<file path="config.mk">
export PLATFORM = sky130hd
export DESIGN_NAME = ioc_detect
export DESIGN_NICKNAME = d
export VERILOG_FILES = /design/src/rtl/ioc_pkg.sv /design/src/rtl/ioc_sync.sv /design/src/rtl/ioc_track.sv /design/src/rtl/ioc_flag.sv /design/src/rtl/ioc_detect.sv
export SDC_FILE = /design/constraint.sdc
export NUM_CORES = 1
export LEC_CHECK = 0
export BUFFER_PORTS_ARGS = -buffer_cell sky130_fd_sc_hd__buf_4
export CAP_MARGIN = 0
export CORE_UTILIZATION = 47
export CTS_BUF_LIST = sky130_fd_sc_hd__clkbuf_8
export DETAILED_ROUTE_END_ITERATION = 8
export PLACE_DENSITY = 0.72
export SKIP_CTS_REPAIR_TIMING = 1
export SLEW_MARGIN = 20
export SYNTH_ARGS = -nofsm -noshare
export SYNTH_HDL_FRONTEND = slang
export SYNTH_SLANG_ARGS = --single-unit
</file>
<file path="constraint.sdc">
create_clock -name clk_i -period 2.35 [get_ports clk_i]
set_clock_uncertainty 0.15 [all_clocks]
set_input_delay 0.3525 -clock clk_i [delete_from_list [all_inputs] [get_ports clk_i]]
set_output_delay 0.3525 -clock clk_i [all_outputs]
set_load 0.01 [all_outputs]
</file>
<file path="src/rtl/ioc_pkg.sv">
package ioc_pkg;
  localparam int unsigned IOC_WIDTH = 8;
  localparam int unsigned IOC_SYNC  = 2;

  typedef enum logic [1:0] {
    FLG_HOLD  = 2'd0,
    FLG_SET   = 2'd1,
    FLG_CLEAR = 2'd2
  } flag_op_e;
endpackage

</file>
<file path="src/rtl/ioc_sync.sv">
module ioc_sync #(
  parameter int unsigned WIDTH  = 8,
  parameter int unsigned STAGES = 2
) (
  input  logic             clk_i,
  input  logic [WIDTH-1:0] d_i,
  output logic [WIDTH-1:0] q_o
);
  localparam int unsigned LAST = STAGES - 1;

  logic [WIDTH-1:0] stage_q [STAGES];

  always_ff @(posedge clk_i) stage_q[0] <= d_i;

  for (genvar s = 1; s < STAGES; s++) begin : g_stage
    always_ff @(posedge clk_i) stage_q[s] <= stage_q[s-1];
  end

  assign q_o = stage_q[LAST];
endmodule

</file>
<file path="src/rtl/ioc_track.sv">
module ioc_track #(
  parameter int unsigned WIDTH = 8
) (
  input  logic             clk_i,
  input  logic             por_i,
  input  logic [WIDTH-1:0] pin_s_i,
  input  logic             en_we_i,
  input  logic [WIDTH-1:0] en_wdata_i,
  input  logic             access_i,
  output logic [WIDTH-1:0] diff_o
);
  logic [WIDTH-1:0] en_q;
  logic [WIDTH-1:0] snap_q;

  // enables: cleared only by power-on reset
  always_ff @(posedge clk_i) begin
    if (por_i)        en_q <= '0;
    else if (en_we_i) en_q <= en_wdata_i;
  end

  // snapshot: untouched by warm reset
  always_ff @(posedge clk_i) begin
    if (por_i || access_i) snap_q <= pin_s_i;
  end

  for (genvar i = 0; i < WIDTH; i++) begin : g_cmp
    assign diff_o[i] = en_q[i] & (pin_s_i[i] ^ snap_q[i]);
  end
endmodule

</file>
<file path="src/rtl/ioc_flag.sv">
module ioc_flag
  import ioc_pkg::*;
#(
  parameter int unsigned WIDTH = 8
) (
  input  logic             clk_i,
  input  logic             por_i,
  input  logic             wrst_i,
  input  logic [WIDTH-1:0] diff_i,
  input  logic             access_i,
  input  logic             clr_i,
  output logic             flag_o,
  output logic             mism_o
);
  logic     mism_q;
  logic     flag_q;
  flag_op_e op;

  // an access hides the difference it is about to absorb
  always_ff @(posedge clk_i) begin
    if (por_i || wrst_i) mism_q <= 1'b0;
    else                 mism_q <= (|diff_i) & ~access_i;
  end

  always_comb begin
    if (mism_q)     op = FLG_SET;
    else if (clr_i) op = FLG_CLEAR;
    else            op = FLG_HOLD;
  end

  always_ff @(posedge clk_i) begin
    if (por_i || wrst_i) flag_q <= 1'b0;
    else begin
      case (op)
        FLG_SET:   flag_q <= 1'b1;
        FLG_CLEAR: flag_q <= 1'b0;
        default:   flag_q <= flag_q;
      endcase
    end
  end

  assign flag_o = flag_q;
  assign mism_o = mism_q;
endmodule

</file>
<file path="src/rtl/ioc_detect.sv">
module ioc_detect
  import ioc_pkg::*;
#(
  parameter int unsigned WIDTH       = IOC_WIDTH,
  parameter int unsigned SYNC_STAGES = IOC_SYNC
) (
  input  logic             clk_i,
  input  logic             por_i,
  input  logic             wrst_i,
  input  logic [WIDTH-1:0] pins_i,
  input  logic             en_we_i,
  input  logic [WIDTH-1:0] en_wdata_i,
  input  logic             rd_i,
  input  logic             wr_i,
  input  logic             clr_i,
  output logic             flag_o,
  output logic             wake_o
);
  logic [WIDTH-1:0] pin_s;
  logic [WIDTH-1:0] diff;
  logic             access;

  assign access = rd_i | wr_i;

  ioc_sync #(.WIDTH(WIDTH), .STAGES(SYNC_STAGES)) u_sync (
    .clk_i (clk_i),
    .d_i   (pins_i),
    .q_o   (pin_s)
  );

  ioc_track #(.WIDTH(WIDTH)) u_track (
    .clk_i      (clk_i),
    .por_i      (por_i),
    .pin_s_i    (pin_s),
    .en_we_i    (en_we_i),
    .en_wdata_i (en_wdata_i),
    .access_i   (access),
    .diff_o     (diff)
  );

  ioc_flag #(.WIDTH(WIDTH)) u_flag (
    .clk_i    (clk_i),
    .por_i    (por_i),
    .wrst_i   (wrst_i),
    .diff_i   (diff),
    .access_i (access),
    .clr_i    (clr_i),
    .flag_o   (flag_o),
    .mism_o   (wake_o)
  );
endmodule

</file>
==> results.json <==
{
  "grt_pass1_vias": 598,
  "grt_max_degree": 12,
  "cts.sinks": 34,
  "peakVddDrop_uv": 640,
  "outcome": "completed",
  "cts_buffers": 5,
  "grt_first_pass_wirelength_mm": 2.44,
  "p_sw_mw": 0.220,
  "syn-mean-instance-area_um2": 14.6,
  "dp_slack_ns": 0.840,
  "max-clock-path-buffers": 2,
  "drt_wl_total_mm": 1.43,
  "die_h_um": 48.7,
  "r2r-start": "u_track.snap_q[7]",
  "clk_pin_slew_worst_paths_ns": 0.06,
  "nNetsFinal": 122,
  "gp_congestion": 0.713,
  "drt-pass1-iter-count": 4,
  "p_leak_nw": 0.594,
  "track_usage_pct": 14.5,
  "grt-ovfl-total": 0,
  "reg2reg_slack_ns": 1.02,
  "yosysTopAreaCellShare_pct": 50.9,
  "htree_levels": 2,
  "pwr-share-seq_pct": 53.8,
  "ys_seq_area_share_pct": 74.3,
  "period_needed_ns": 1.33,
  "cts_tree": "built",
  "rsz0062_at_grt": "no",
  "antenna_found_initial": 0,
  "final_layout_size_suffix_gt1_share_pct": 32.0,
  "synth_nets": 93,
  "slew-limit-headroom_pct": 87.1,
  "slew_violations": 0,
  "fin_ws_ns": 1.02,
  "drc_errors": 0,
  "crit_path_start_kind": "flip-flop",
  "hold_viol": 0,
  "insertion_delay_ns": 0.27,
  "arrival_ns": 1.33,
  "crit_fanout": 1,
  "p_comb_share_pct": 5.9,
  "netlist_top_cells_area": "dfxtp_1 (51%), edfxtp_1 (23%), mux2i_1 (7.8%), xor2_1 (6.8%), nor2_1 (2.9%)",
  "crit_start": "u_track.snap_q[7]",
  "ys_types": 16,
  "worstSetupEndpointType": "flip-flop",
  "pwr-share-clk_pct": 40.2,
  "diodes": 0,
  "fmax_mhz": 751,
  "viasPerCell": 4.64,
  "sw_frac_of_total_pct": 18.2,
  "numPortBuffers": 24,
  "required_ns": 2.35,
  "die_w_um": 48.7,
  "core_area_mm2": 0.00200,
  "cap_viol_max_count": 0,
  "post-route-period-util_pct": 56.7,
  "fp-row-count": 16,
  "vias": 589,
  "synth_cells": 70,
  "p_int_mw": 0.987,
  "post_drt_wl_per_cell_um": 11.3,
  "drtAntennaViolNets": 0,
  "start_util_pct": 51.1,
  "tightestPinTransition_ns": 0.193,
  "crit_type": "reg2reg",
  "setup_viol": 0,
  "dieArea_mm2": 0.00237,
  "power_mw": 1.21,
  "hold_path_class": "in2reg",
  "power_density_mw_per_mm2": 904,
  "drt_iter0_markers": 5,
  "area_growth_pct": 30.4,
  "yosysWarnings": 0,
  "yosys.area.top_type": "dfxtp_1",
  "cts_root_buffer": "clkbuf_8",
  "netlist_area_mm2": 0.00102,
  "setup_tns_ns": 0,
  "io_pins": 25,
  "hp-start": "pins_i[6]",
  "ys_ff_latch": 34
}
critical path, cell delays in order (launching register included):
cell	delay [ns]
edfxtp_1	0.38
xor2_1	0.17
a22o_1	0.23
a221oi_2	0.17
a31oi_1	0.10
layout by cell type, fill, tap and decap left out, types with 2 or more instances in the layout:
cell type,count
nor2_1,8
edfxtp_1,8
inv_1,3
dfxtp_1,26
clkbuf_8,5
xor2_1,8
a22oi_1,2
buf_4,24
mux2i_1,8
worst paths after layout:
kind                           end  cells past startpoint
min           u_sync.stage_q[0][6]                      1
max reg2reg          u_flag.mism_o                      4
max                  u_flag.mism_o                      4
min reg2reg  u_sync.stage_q[0][13]                      0
layout make-up:
class	count	area, um2
inverter	1	3.75
multi-input combinational	33	250
sequential	34	761
clock buffer	5	68.8
timing repair buffer	24	180
tap	27	33.8
fill	159	667
clock inverter	3	37.5
power groups by stage:
stage	Sequential [mW]	Combinational [mW]	Clock [mW]
5_1_grt	0.652	0.0803	0.537
6_report	0.650	0.0713	0.486
3_5_place_dp	0.663	0.0717	0
3_3_place_gp	0.662	0.0695	0
2_1_floorplan	0.659	0.0374	0
4_1_cts	0.650	0.0726	0.499
per-stage QoR:
step	instance area, um2	hold slack (ns)	utilization (%)	std cells
floorplan	1020	0.160	-	70
global placement	1230	0.160	61.4	119
detailed placement	1230	0.162	61.4	119
CTS	1340	0.0209	66.7	127
global route	1340	0.00444	66.7	127
finish	1340	0.0277	66.7	127
flip-flops by register name (all words and copies together), names as in the netlist:
name,count
u_flag.flag_o,1
u_flag.mism_o,1
u_sync.stage_q,16
u_track.en_q,8
u_track.snap_q,8
layer usage:
metal  share of wire [%]  GRT usage (%)  vias up
met5                   0              0        -
met4                0.91           7.35        0
met3                 7.3           8.81        2
met2                  49           22.2       20
met1                  43           15.5      269
li1                    -              -      298
Yosys cell counts:
master	n
or4_1	1
or3_2	1
a221oi_2	1
inv_1	1
dfxtp_1	26
a22o_1	1
edfxtp_1	8
buf_2	1
clkbuf_1	1
nor3_1	1
a21oi_1	1
nor2_1	8
mux2i_1	8
xor2_1	8
a22oi_1	2
a31oi_1	1
cell families after synthesis:
group | count (synthesis) | share of synthesized area (%)
DFF | 34 | 74.3
and+or+nand+nor | 11 | 4.89
buffers and inverters | 3 | 1.22
muxes | 8 | 7.82
AOI/OAI and AO/OA | 6 | 4.89
xor gates and xnor gates | 8 | 6.85
(Power assumes the default switching activity.)
